--- src/rtl/spi_host_regs.sv ---
module spi_host_regs #(
  parameter int FIFO_DEPTH   = 8,
  parameter int ADDR_W       = 6,
  parameter int TIMEOUT_BITS = 32
) (
  input  logic              clk,
  input  logic              rst_n,
  input  logic              bus_req,
  input  logic              bus_we,
  input  logic [ADDR_W-1:0] bus_addr,
  input  logic [15:0]       bus_wdata,
  output logic [15:0]       bus_rdata,
  output logic              irq,
  output logic              sclk,
  output logic              mosi,
  input  logic              miso
);
  localparam int PW     = $clog2(FIFO_DEPTH);
  localparam int CW     = PW + 1;
  localparam int HALF   = FIFO_DEPTH / 2;
  localparam int TO_LIM = 2 * TIMEOUT_BITS;
  localparam int TW     = $clog2(TO_LIM + 1);

  // register bank
  logic [15:0] fmt_q;
  logic [1:0]  ctl_q;
  logic [6:0]  psc_half;
  logic [3:0]  mask_q;
  logic        ovr_raw, to_raw;

  wire              hit  = bus_req && (bus_addr[1:0] == 2'b00);
  wire [ADDR_W-3:0] widx = bus_addr[ADDR_W-1:2];
  wire wr     = hit && bus_we;
  wire rd     = hit && !bus_we;
  wire sel_dt = int'(widx) == 2;
  wire clr_wr = wr && int'(widx) == 8;

  wire [3:0] flen = fmt_q[3:0];
  wire       cpol = fmt_q[6];
  wire       cpha = fmt_q[7];
  wire [7:0] scr  = fmt_q[15:8];
  wire       loop = ctl_q[0];
  wire       en   = ctl_q[1];

  always_ff @(posedge clk or negedge rst_n)
    if (!rst_n) begin
      fmt_q    <= 16'h0007;
      ctl_q    <= '0;
      psc_half <= 7'd1;
      mask_q   <= '0;
    end else if (wr) begin
      case (int'(widx))
        0: fmt_q    <= {bus_wdata[15:6], 2'b00, bus_wdata[3:0]};
        1: ctl_q    <= bus_wdata[1:0];
        4: psc_half <= (bus_wdata[7:1] == 7'd0) ? 7'd1 : bus_wdata[7:1];
        5: mask_q   <= bus_wdata[3:0];
        default: ;
      endcase
    end

  // transmit queue
  logic [15:0]   tx_mem [FIFO_DEPTH];
  logic [PW-1:0] tx_wp, tx_rp;
  logic [CW-1:0] tx_cnt;
  wire tx_empty = tx_cnt == '0;
  wire tx_full  = tx_cnt == CW'(FIFO_DEPTH);
  wire tx_push  = wr && sel_dt && !tx_full;
  logic tx_pop;

  always_ff @(posedge clk) if (tx_push) tx_mem[tx_wp] <= bus_wdata;

  always_ff @(posedge clk or negedge rst_n)
    if (!rst_n) begin
      tx_wp <= '0; tx_rp <= '0; tx_cnt <= '0;
    end else begin
      if (tx_push) tx_wp <= tx_wp + 1'b1;
      if (tx_pop)  tx_rp <= tx_rp + 1'b1;
      tx_cnt <= tx_cnt + CW'(tx_push) - CW'(tx_pop);
    end

  // receive queue
  logic [15:0]   rx_mem [FIFO_DEPTH];
  logic [PW-1:0] rx_wp, rx_rp;
  logic [CW-1:0] rx_cnt;
  logic [15:0]   rx_word;
  logic          frame_done;
  wire rx_empty = rx_cnt == '0;
  wire rx_full  = rx_cnt == CW'(FIFO_DEPTH);
  wire rx_pop   = rd && sel_dt && !rx_empty;
  wire rx_push  = frame_done && (!rx_full || rx_pop);
  wire ovr_set  = frame_done && rx_full && !rx_pop;

  always_ff @(posedge clk) if (rx_push) rx_mem[rx_wp] <= rx_word;

  always_ff @(posedge clk or negedge rst_n)
    if (!rst_n) begin
      rx_wp <= '0; rx_rp <= '0; rx_cnt <= '0;
    end else begin
      if (rx_push) rx_wp <= rx_wp + 1'b1;
      if (rx_pop)  rx_rp <= rx_rp + 1'b1;
      rx_cnt <= rx_cnt + CW'(rx_push) - CW'(rx_pop);
    end

  // two-stage bit clock: even prescaler, then (1 + rate)
  logic [6:0] pre_cnt;
  logic [7:0] rate_cnt;
  logic       active;
  wire pre_wrap  = pre_cnt >= psc_half - 7'd1;
  wire half_tick = en && pre_wrap && rate_cnt >= scr;
  wire start     = en && !active && !tx_empty;
  assign tx_pop  = start;

  always_ff @(posedge clk or negedge rst_n)
    if (!rst_n) begin
      pre_cnt <= '0; rate_cnt <= '0;
    end else if (start || !en) begin
      pre_cnt <= '0; rate_cnt <= '0;
    end else if (pre_wrap) begin
      pre_cnt  <= '0;
      rate_cnt <= (rate_cnt >= scr) ? 8'd0 : rate_cnt + 8'd1;
    end else begin
      pre_cnt <= pre_cnt + 7'd1;
    end

  // shift engine
  logic [4:0]  kcnt;
  logic [15:0] shreg, rxsh;
  logic        mosi_r, sclk_r;
  wire [4:0]  last_k   = {flen, 1'b1};
  wire        lead     = ~kcnt[0];
  wire        step     = active && half_tick;
  wire        drive    = step && (cpha ? lead : (!lead && kcnt != last_k));
  wire        samp     = step && (cpha ? !lead : lead);
  wire        sin      = loop ? mosi_r : miso;
  wire [15:0] rx_next  = samp ? {rxsh[14:0], sin} : rxsh;
  wire [15:0] wmask    = 16'hFFFF >> (4'd15 - flen);
  wire [15:0] tx_align = tx_mem[tx_rp] << (4'd15 - flen);
  assign frame_done = step && kcnt == last_k;
  assign rx_word    = rx_next & wmask;

  always_ff @(posedge clk or negedge rst_n)
    if (!rst_n) begin
      active <= 1'b0; kcnt <= '0; shreg <= '0; rxsh <= '0;
      mosi_r <= 1'b0; sclk_r <= 1'b0;
    end else if (start) begin
      active <= 1'b1;
      kcnt   <= '0;
      rxsh   <= '0;
      sclk_r <= cpol;
      if (!cpha) begin
        mosi_r <= tx_align[15];
        shreg  <= tx_align << 1;
      end else begin
        shreg  <= tx_align;
      end
    end else if (step) begin
      sclk_r <= ~sclk_r;
      kcnt   <= kcnt + 5'd1;
      rxsh   <= rx_next;
      if (drive) begin
        mosi_r <= shreg[15];
        shreg  <= shreg << 1;
      end
      if (frame_done) active <= 1'b0;
    end else if (!active) begin
      sclk_r <= cpol;
    end

  assign sclk = sclk_r;
  assign mosi = mosi_r;

  // receive timeout
  logic [TW-1:0] to_cnt;
  wire to_hold = rx_push || rx_pop || rx_empty;
  wire to_set  = !to_hold && half_tick && to_cnt == TW'(TO_LIM - 1);

  always_ff @(posedge clk or negedge rst_n)
    if (!rst_n)                                    to_cnt <= '0;
    else if (to_hold)                              to_cnt <= '0;
    else if (half_tick && to_cnt != TW'(TO_LIM))   to_cnt <= to_cnt + 1'b1;

  always_ff @(posedge clk or negedge rst_n)
    if (!rst_n) begin
      ovr_raw <= 1'b0; to_raw <= 1'b0;
    end else begin
      if (ovr_set)                      ovr_raw <= 1'b1;
      else if (clr_wr && bus_wdata[0])  ovr_raw <= 1'b0;
      if (to_set)                       to_raw  <= 1'b1;
      else if (clr_wr && bus_wdata[1])  to_raw  <= 1'b0;
    end

  wire [3:0] raw = {tx_cnt <= CW'(HALF), rx_cnt >= CW'(HALF), to_raw, ovr_raw};
  wire [3:0] mis = raw & mask_q;
  assign irq = |mis;

  wire busy = active || !tx_empty;
  wire [4:0] status = {busy, rx_full, !rx_empty, !tx_full, tx_empty};

  always_comb begin
    bus_rdata = '0;
    if (bus_addr[1:0] == 2'b00)
      case (int'(widx))
        0: bus_rdata = fmt_q;
        1: bus_rdata = {14'd0, ctl_q};
        2: bus_rdata = rx_empty ? 16'd0 : rx_mem[rx_rp];
        3: bus_rdata = {11'd0, status};
        4: bus_rdata = {8'd0, psc_half, 1'b0};
        5: bus_rdata = {12'd0, mask_q};
        6: bus_rdata = {12'd0, raw};
        7: bus_rdata = {12'd0, mis};
        default: bus_rdata = '0;
      endcase
  end

  AST_IDLE_CLK_LEVEL: assert property (@(posedge clk) disable iff (!rst_n)
    (!active && !$past(active) && $stable(cpol)) |-> sclk == cpol);
  AST_FRAME_ENDS_IDLE: assert property (@(posedge clk) disable iff (!rst_n)
    (frame_done && $stable(cpol)) |=> sclk == $past(cpol));
  AST_HOLD_WHEN_OFF: assert property (@(posedge clk) disable iff (!rst_n)
    (!en && !active) |=> !active);
  AST_OVERRUN_FLAG: assert property (@(posedge clk) disable iff (!rst_n)
    (frame_done && rx_full && !rx_pop) |=> ovr_raw);
  AST_POP_SAVES_FRAME: assert property (@(posedge clk) disable iff (!rst_n)
    (frame_done && rx_full && rx_pop && !ovr_raw && !(clr_wr && bus_wdata[0])) |=> !ovr_raw && rx_full);
  AST_CLEAR_OVR: assert property (@(posedge clk) disable iff (!rst_n)
    (clr_wr && bus_wdata[0] && !ovr_set) |=> !ovr_raw);
endmodule

--- config.mk ---
export PLATFORM = sky130hd
export DESIGN_NAME = spi_host_regs
export DESIGN_NICKNAME = d
export VERILOG_FILES = /design/src/rtl/spi_host_regs.sv
export SDC_FILE = /design/constraint.sdc
export NUM_CORES = 1
export LEC_CHECK = 0
export BUFFER_PORTS_ARGS = -buffer_cell sky130_fd_sc_hd__buf_2
export CAP_MARGIN = 20
export CORE_MARGIN = 2
export CORE_UTILIZATION = 30
export DETAILED_ROUTE_END_ITERATION = 12
export PLACE_DENSITY = 0.48
export SLEW_MARGIN = 15
export SYNTH_ARGS = -nofsm -noshare
export SYNTH_HDL_FRONTEND = slang
export SYNTH_SLANG_ARGS = --single-unit
export TNS_END_PERCENT = 20
--- constraint.sdc ---
create_clock -name clk -period 3.9 [get_ports clk]
set_input_delay 1.17 -clock clk [delete_from_list [all_inputs] [get_ports clk]]
set_output_delay 1.17 -clock clk [all_outputs]
set_load 0.01 [all_outputs]
# Yosys cells after proc, flatten, opt, wreduce, memory -nomap -nowiden
# Memory sizes are Yosys's and may differ from the RTL's.
# Index checks and enable logic that the tools add are counted.
dict set report totals {
  in_bits 27
  memories 2
  wordCells 164
  ram_bits 256
  register_bits 111
  output_inout_bits 19
}
dict set report classes {
  eq_ne 17
  n_mux 41
  order_cmp 4
  n_bitwise 4
  shift 2
  n_reduce_logical 59
  addsub 14
}
# name words word_bits read_ports rd_ports_with_merged_regs wr line_no
set memory_table {}
lappend memory_table {rx_mem 8 16 1 0 1 82} ;# logic [15:0] rx_mem [FIFO_DEPTH];
lappend memory_table {tx_mem 8 16 1 0 1 62} ;# logic [15:0] tx_mem [FIFO_DEPTH];
# op n
set op_table {}
lappend op_table {{2-to-1 mux 16 bit} 9}
lappend op_table {{one-hot mux 16 bit (8 select lines)} 1}
lappend op_table {{2-to-1 mux 7 bit} 5}
lappend op_table {{logical AND 1 bit} 25}
lappend op_table {{2-to-1 mux 8 bit} 3}
lappend op_table {{2-to-1 mux 1 bit} 21}
lappend op_table {{equality test 4 x 3 -> 1 bit, second input constant} 5}
lappend op_table {{AND 16 bit} 1}
lappend op_table {{<< shifter 16 x 4 -> 16 bit} 1}
lappend op_table {{right shift 16 x 4 -> 16 bit, first input constant} 1}
lappend op_table {{adder 7 x 1 -> 7 bit, second input constant} 2}
lappend op_table {{nonzero test 2 bit} 7}
lappend op_table {{adder 3 x 1 -> 3 bit, second input constant} 4}
lappend op_table {{equality test 4 bit, second input constant} 3}
lappend op_table {{zero test 4 bit} 3}
lappend op_table {{AND reduction 2 bit} 6}
lappend op_table {{2-to-1 mux 5 bit} 2}
lappend op_table {{zero test 1 bit} 9}
lappend op_table {{adder 4 x 1 -> 4 bit} 2}
lappend op_table {{adder 8 x 1 -> 8 bit, second input constant} 1}
lappend op_table {{equality test 4 x 2 -> 1 bit, second input constant} 2}
lappend op_table {{greater-or-equal comparator 8 bit} 1}
lappend op_table {{subtractor 4 x 1 -> 4 bit} 2}
lappend op_table {{equality test 7 x 6 -> 1 bit, second input constant} 1}
lappend op_table {{19 further kinds} 24}

# Logic depth before layout (Yosys ltp)
# Gate-level depths: netlist of run 1.
dict set report logic_depth {
  depth_word 13
  depth_mapped 18
  ltp_nobuf 17
}

# Worst setup path after synthesis of run 1
# OpenSTA, ideal clock, no wires.
dict set report synth_path {
  kind {input to register}
  from {in bus_addr[4]}
  to {mem rx_mem[2][0] (enable)}
  t_required_ns 3.487
  stages 9
  setup_slack_ns -0.671
  t_arrival_ns 4.158
  n_path_buf 2
  setup_time_ns 0.413
  path_cell_list {buf_2 -> or4b_4 -> a21oi_4 -> and4b_1 -> buf_2 -> or2_2 -> nand2_1 -> or3_1 -> nor3b_1}
}
dict set report synth_between {
  elab_chain_cells 7
}
# item line_no
set synth_lines {}
lappend synth_lines {{start, declared} 10} ;# input logic [ADDR_W-1:0] bus_addr,
lappend synth_lines {{equality test 4 x 3 -> 1 bit} 35} ;# wire sel_dt = int'(widx) == 2;
lappend synth_lines {{logical AND 1 bit (2 in series)} 89} ;# wire rx_pop = rd && sel_dt && !rx_empty;
lappend synth_lines {{logical OR 1 bit} 90} ;# wire rx_push = frame_done && (!rx_full || rx_pop);
lappend synth_lines {{logical AND 1 bit} 90}
lappend synth_lines {{2-to-1 mux 1 bit} 93} ;# always_ff @(posedge clk) if (rx_push) rx_mem[rx_wp] <= rx_word;
lappend synth_lines {{2-to-1 mux 1 bit (implied by the code)} 93}
lappend synth_lines {{end, declared} 82}
# Every way passes these cells.

# Final worst setup path of run 1
dict set report layout_path {
  from {in bus_addr[2]}
  to {out bus_rdata[3]}
}
dict set report layout_between {
  elab_chain_cells 3
  word_cells_on_any_way 10
  classes_between {eq/ne (7); mux (2); reduce/logical (1)}
}
# item line_no
set layout_lines {}
lappend layout_lines {{equality test 4 x 3 -> 1 bit, or another cell as far along} 202} ;# case (int'(widx))
lappend layout_lines {{one-hot mux 16 bit (8 select lines) (*)} 202}
lappend layout_lines {{2-to-1 mux 16 bit (*)} 201} ;# if (bus_addr[1:0] == 2'b00)
lappend layout_lines {{end, declared} 12} ;# output logic [15:0] bus_rdata,
# Mark *: on every way between the ends. The rest lies on a longest branch, timed or not.

==> run metrics, run 1 <==
Port Buffers=45; die area=between 0.05 and 0.06 sq mm; Layout Nets=~1300; crit share post-route=between 90% and 100%; DRC=0; Avg Inst Size Synth=14.59 sq um; post-synth cell types=between 70 and 80; most frequent cells in the layout=edfxtp_1, dfrtp_1, nor2_1, mux2i_1, nand2_1; Num CTS Buffers=43; most used cell, CP=buf_2; leakage=slightly above 7 nW; Die H=roughly 240 um; Synth Register Bits=about 370; Post-synth EDFFs=256; largest net degree at the start of global routing=75; number of global-route vias before repair=approximately 10000; Worst Skew=0.02833 ns; crit path buf inv count=3; Pre-antenna DRT Iters=8; Syn Inst Count=1150; ys async rst share=around 30%; Reg clk slew, reported paths=0.05 ns; Setup crit end kind=output port; core area=about 0.055 sq mm; Power Total=10.57 mW; Total GRT Usage=between 15 and 20%; Layout Cell Area excl Fill=between 0.015 and 0.02 sq mm; clk sinks=367; Initial Util=slightly above 30%; final core occ=between 30% and 40%; global-route wire length before repair=between 60000 and 70000 um; YS warnings=0; Antenna Violating Nets Remaining=0; crit path kind=in -> out; initial antenna violation count=1; DR vias=just over 10000; fmax=approximately 0.26 GHz; Post-Syn Nets=1217; htree depth=2; leading cell type in the layout, fill and taps excluded=edfxtp_1; Critical Path Start Type=input pin; final-report hold violation count=0; drt via density=about 5; Synth Cell Area=about 0.017 sq mm; Post-Route WL=between 40000 and 50000 um; final setup TNS=0 ns; RSZ-0062 raised after global routing=true; DIE WIDTH=240.5 um; Max Cap Viol=0; Critical-path top delay cell=or4b_4; status=finished clean; worst-case clock buffer depth=3; grt total ovfl=0; Worst VDD drop=roughly 0.33 mV; Tightest Pin Transition=around 0.86 ns; dpl cell area=0.01838 sq mm; CP cell instances=buf_2 -> or4b_4 -> a21oi_4 -> buf_12 -> a221oi_1 -> a21oi_1 -> buf_2; Antenna diodes=0; PwrDens=532.6 mW/mm^2; WP data required=2.73 ns; CTS tree=built; critical path fanouts, max=15; worst-skew pair later-pin latency=around 0.57 ns; Root Buffer=clkbuf_16; Seq/Total Area, Yosys=62.38%; Tmin final=3.854 ns; routed len/inst=about 22 um; Crit path max-delay family=simple AND/OR/NAND/NOR gates; HPWL Detailed=between 20000 and 30000 um; IO Pins=between 40 and 50; Post-CTS Hold Buffers=0; Rows=86; fin. max-slew vios=0; Min-Delay Path Class=reg -> reg; critical path arrival=2.68 ns; routability congestion estimate=~0.8; WHS=slightly below 0.5 ns; Iter 0 DRT Violations=approximately 760; Synth Flop Type=edfxtp_1; layout cells sized above 1=roughly a quarter; Largest stage delay, worst path=between 0.5 and 0.6 ns; Setup-failing EPs final=0; synthesis-to-layout area growth=18.29%; Worst slew margin=a little over two fifths
==> area by class of cell <==
class	instances	area [sq um]
tap	748	935.9
sequential	367	10480
timing repair buffer	120	915.9
fill	5359	35350
multi-input combinational	691	5972
clock buffer	55	1161
clock inverter	25	264.0
inverter	34	127.6
==> flip-flops by register name, summed over array words and instances, names as in the netlist, 4 cells and up <==
name      count
rx_cnt        4
to_cnt        7
rxsh         16
tx_cnt        4
tx_mem      128
rate_cnt      8
fmt_q        14
pre_cnt       7
rx_mem      128
mask_q        4
kcnt          5
psc_half      7
shreg        16
==> stage by stage <==
stage	instances	setup WS, ns
after floorplan	1150	-0.1423
after global placement	1957	-0.07467
after detailed placement	1957	-0.01411
after CTS	2040	0.008523
after global routing	2040	-0.02837
final	2040	0.04571
==> repair_timing <==
item,4_1_cts,5_1_grt
pin swaps,0,1
resized for setup,3,5
setup buffers,3,0
endpoints found under the setup margin,14,40
==> cell families (layout without fill, tap and decap cells) <==
family / Yosys count / in the layout / synth area share [%]
AOI/OAI and AO/OA: 160 / 160 / 6.598
xor gates and xnor gates: 41 / 41 / 2.140
adders and majority gates: 40 / 40 / 3.071
buffers and inverters: 92 / 234 / 2.624
DFF: 367 / 367 / 62.38
muxes: 183 / 183 / 15.63
and+or+nand+nor: 267 / 267 / 7.552
==> routing by layer <==
metal	part of all wire (%)	track usage (%)	vias to the layer above
met5	0.030	0	-
met3	6.1	3.490	69
met4	2.6	5.082	2
li1	-	-	4628
met2	45	23.84	265
met1	46	21.24	5164
==> power by group <==
group	internal [mW]	switching, mW	leakage (nW)	total [mW]
Combinational	0.882	1.16	2.66	2.04
Sequential	4.31	0.162	3.70	4.47
Clock	2.44	1.62	0.702	4.06
Total	7.63	2.94	7.06	10.6
==> cells in the mapped netlist, types with 3 or more instances <==
cell      number  area share, %
or3_1          5           0.19
nand3_1       17           0.51
a221o_1        3           0.18
a22oi_1        9           0.40
and2_1         8           0.30
nand2b_1       8           0.30
mux2_2        55            3.7
xnor2_1       17           0.89
xor2_1        24            1.3
o21ai_0       19           0.57
clkbuf_1      26           0.58
mux4_1         8            1.3
a21oi_1       40            1.2
inv_1         33           0.74
mux2i_1       72            4.3
edfxtp_1     256             46
dfstp_2        4           0.63
nand4_1       12           0.45
and3_1         4           0.15
a22o_1        16           0.83
dfrtp_1      107             16
o22ai_1       31            1.2
nor3_1        21           0.63
buf_6          5           0.34
a21o_1         7           0.31
nor2_1        94            2.1
nand2_1       67            1.5
buf_1          9           0.20
mux4_2        47            6.3
buf_4          8           0.36
or2_2          3           0.11
nor4_1         6           0.22
o221ai_1       3           0.16
ha_1          38            2.8
nor3b_1        5           0.22
a221oi_1       7           0.37
buf_2          9           0.27
==> path summary, 6_finish.rpt <==
kind                            slack [ns]  depth (start not counted)        start       endpoint
worst max-delay path                  0.05                          7  bus_addr[2]   bus_rdata[3]
worst min-delay path                  0.49                          1   pre_cnt[0]     pre_cnt[0]
worst max register to register        0.33                         14  psc_half[0]  rx_mem[7][13]
worst min register to register        0.49                          1   pre_cnt[0]     pre_cnt[0]
max in group asynchronous             2.46                          2        rst_n       shreg[9]
min in group asynchronous             0.60                          1        rst_n      rx_cnt[0]
Note: power is estimated with default switching activity, not from simulation.
==> run 2, diff against run 1 <==
ABC_AREA = 1   (was not set)
SETUP_SLACK_MARGIN = 0.4   (was not set)
==> run 2 against run 1 <==
Power down 3.0%. Utilization up 0.42 points. Die area up 3.5%. Flip-flop and latch count unchanged. Critical path type unchanged. Sequential power about the same. Global-route usage up 1.6 points. Clock power up 3%.
==> run metrics, run 2 <==
status=finished clean; Die H=244.7 um; final setup TNS=0 ns; Synth top area share=between 40 and 50%; Max Cap Viol=0; Worst Hold Launch=shreg[3]; layout cells sized above 1=~15%; worst-skew pair later-pin latency=approximately 0.57 ns; biggest regs=rx_mem x128, tx_mem x128; Worst Skew=0.02326 ns; IO Pins=46; Initial Util=30.23%; RR Startpoint=psc_half[0]; number of global-route vias before repair=about 13000; Synth Flop Type=edfxtp_1; DIE WIDTH=244.7 um; P_sw=around 2.9 mW; htree depth=2; Post-synth EDFFs=256; Seq/Total Area, Yosys=between 60% and 70%; Setup-failing EPs final=0; final-report hold violation count=0; Synth Area in Compound Gates=about 7%; Iter 0 DRT Violations=927; CP Capture Point=bus_rdata[13]; critical path arrival=2.54 ns; commonest cells in the netlist=nand2_1, edfxtp_1, nor2_1; Crit Reg-Reg Endpoint=rx_cnt[2]; Post-Syn Nets=around 1900; Reg clk slew, reported paths=~0.06 ns; leading cell type in the layout, fill and taps excluded=nand2_1; Min-Delay Path Class=reg -> reg; global-route wire length before repair=approximately 77000 um; initial antenna violation count=0; Synth Area in XOR/XNOR=under 10%; most frequent cells in the layout=nand2_1, edfxtp_1, nand3_1, nor2_1, inv_1; Layout Nets=1950; Synth area leaders=edfxtp_1, dfrtp_1, nand2_1; Int Pwr=~7.4 mW; Synth Cell Area=~0.017 sq mm; CP startpoint=bus_addr[4]; largest net degree at the start of global routing=90; Seq pwr share=43.4%; Total GRT Usage=roughly 17%; Num CTS Buffers=43; Syn Inst Count=~1800; die area=0.05986 sq mm; Adder-Cell Fraction of Synth Area=2.967%; Synth Register Bits=~370; main combinational cell family by area after synthesis=simple AND/OR/NAND/NOR gates; critical path fanouts, max=7; clock network power share=40.7%; WP data required=about 2.7 ns; met1 usage=between 20 and 25%; Pre-antenna DRT Iters=6; Worst Reg-to-Reg Cells=19; Fillers=slightly below 6000; YS warnings=0; dominant cell type by area after synthesis=edfxtp_1; final core occ=between 30% and 40%; ys async rst share=30.25%; Post-CTS Hold Buffers=0; Port Buffers=45; Most Used Layer, Global Route=met2; Post-Synth Simple-Gate Area=20.74%; CTS tree=built; Root Buffer=clkbuf_16; M2 GR Usage=about 28%; Tightest Pin Transition=approximately 1.0 ns; most common cell in the netlist=nand2_1; clk sinks=about 370; Post-Route WL=just over 50000 um; Setup crit end kind=output port; core area=about 0.057 sq mm; fmax=0.2696 GHz; Worst slew margin=between 30% and 40%; Rows=88; drt via density=roughly 4.8; leakage=8.775 nW; fin. max-slew vios=0; PwrDens=490.4 mW/mm^2; Tmin final=3.710 ns; routability congestion estimate=about 0.9; HPWL Detailed=33650 um; mux cell area share after synthesis=1.592%; Sw Share=between 20% and 30%; post-synth cell types=54; Critical Path Start Type=input pin; Antenna diodes=0; Comb pwr share=~16%; Reg2Reg Setup Slack=0.34 ns; RSZ-0062 raised after global routing=true; crit share post-route=95.12%; DRC=0; routed len/inst=between 15 and 20 um; grt total ovfl=0; worst-case clock buffer depth=3; Antenna Violating Nets Remaining=0; synthesis-to-layout area growth=20.35%; grt met3 use=between 2 and 3%; Worst VDD drop=between 0.3 and 0.4 mV; crit path kind=in -> out; Avg Inst Size Synth=9.744 sq um; DR vias=12870
run 2: cell types whose count changed after synthesis, moves of 47 or more:
cell     change
inv_1      +157
mux2_2      -50
mux2i_1     -50
mux4_2      -47
nand2_1    +310
nand3_1    +179
nor2_1     +109
o21ai_0     +82
run 2: worst min-delay path by stage:
stage | end | slack (ns) | cells past startpoint
after floorplan | shreg[2] | 0.44 | 2
after global placement | shreg[2] | 0.46 | 2
after detailed placement | shreg[3] | 0.47 | 2
after CTS | shreg[3] | 0.48 | 2
after global routing | shreg[14] | 0.50 | 2
final | shreg[3] | 0.48 | 2
run 2: layer usage:
| metal | share of wire, % | wire length [um] |
|---|---|---|
| met1 | 46 | 23330 |
| met2 | 47 | 24070 |
| met3 | 4.6 | 2336 |
| met4 | 2.4 | 1210 |
| met5 | 0 | 0 |
run 2: power by group through the flow:
stage,registers [mW],clock network [mW],logic [mW]
4_1_cts,4.45,4.28,1.62
3_5_place_dp,4.53,0,1.53
2_1_floorplan,4.46,0,1.07
5_1_grt,4.47,4.42,1.84
6_report,4.45,4.17,1.62
3_3_place_gp,4.53,0,1.51
run 2: cells by family (layout without fill, tap and decap cells):
family,after synthesis,count (layout)
XOR/XNOR,21,21
flip-flops,367,367
buffers and inverters,275,408
AO/OA/AOI/OAI,211,211
AND/OR/NAND/NOR,842,842
multiplexers,27,27
adder cells (fa/ha/maj),40,40
run 2: area by class of cell:
cell class / instances / area [sq um] / area share, %
clock inverter: 18 / 269.0 / 1.286
timing repair buffer: 130 / 1132 / 5.415
multi-input combinational: 1141 / 6122 / 29.28
clock buffer: 60 / 1191 / 5.696
sequential: 367 / 10480 / 50.10
tap: 765 / 957.2 / 4.578
inverter: 200 / 762.0 / 3.644
run 2: timing repair:
action / 4_1_cts / 5_1_grt
buffers inserted: 9 / 7
hold endpoints to repair: 0 / 0
resized for setup: 61 / 16
setup endpoints to repair: 123 / 227
pin swaps: 12 / 7
cloned: 3 / 1
run 2: stage by stage:
| stage | worst slack [ns] | cells | total power, mW | cell area, sq um | hold WS [ns] |
|---|---|---|---|---|---|
| floorplan | 0.2888 | 1783 | 5.526 | 17370 | 0.4422 |
| global placement | 0.1128 | 2583 | 6.047 | 18910 | 0.4619 |
| detailed placement | 0.08034 | 2583 | 6.065 | 18910 | 0.4664 |
| CTS | 0.2132 | 2673 | 10.36 | 20780 | 0.4817 |
| global route | 0.08989 | 2681 | 10.73 | 20910 | 0.4989 |
| finish | 0.1902 | 2681 | 10.25 | 20910 | 0.4774 |
run 2: critical path: stages:
cell and delay (ns):
buf_6 0.10, nor2_4 0.13, inv_4 0.07, nor4_4 0.21, buf_6 0.17, buf_12 0.12
o211ai_1 0.12, a21oi_2 0.26, buf_2 0.18
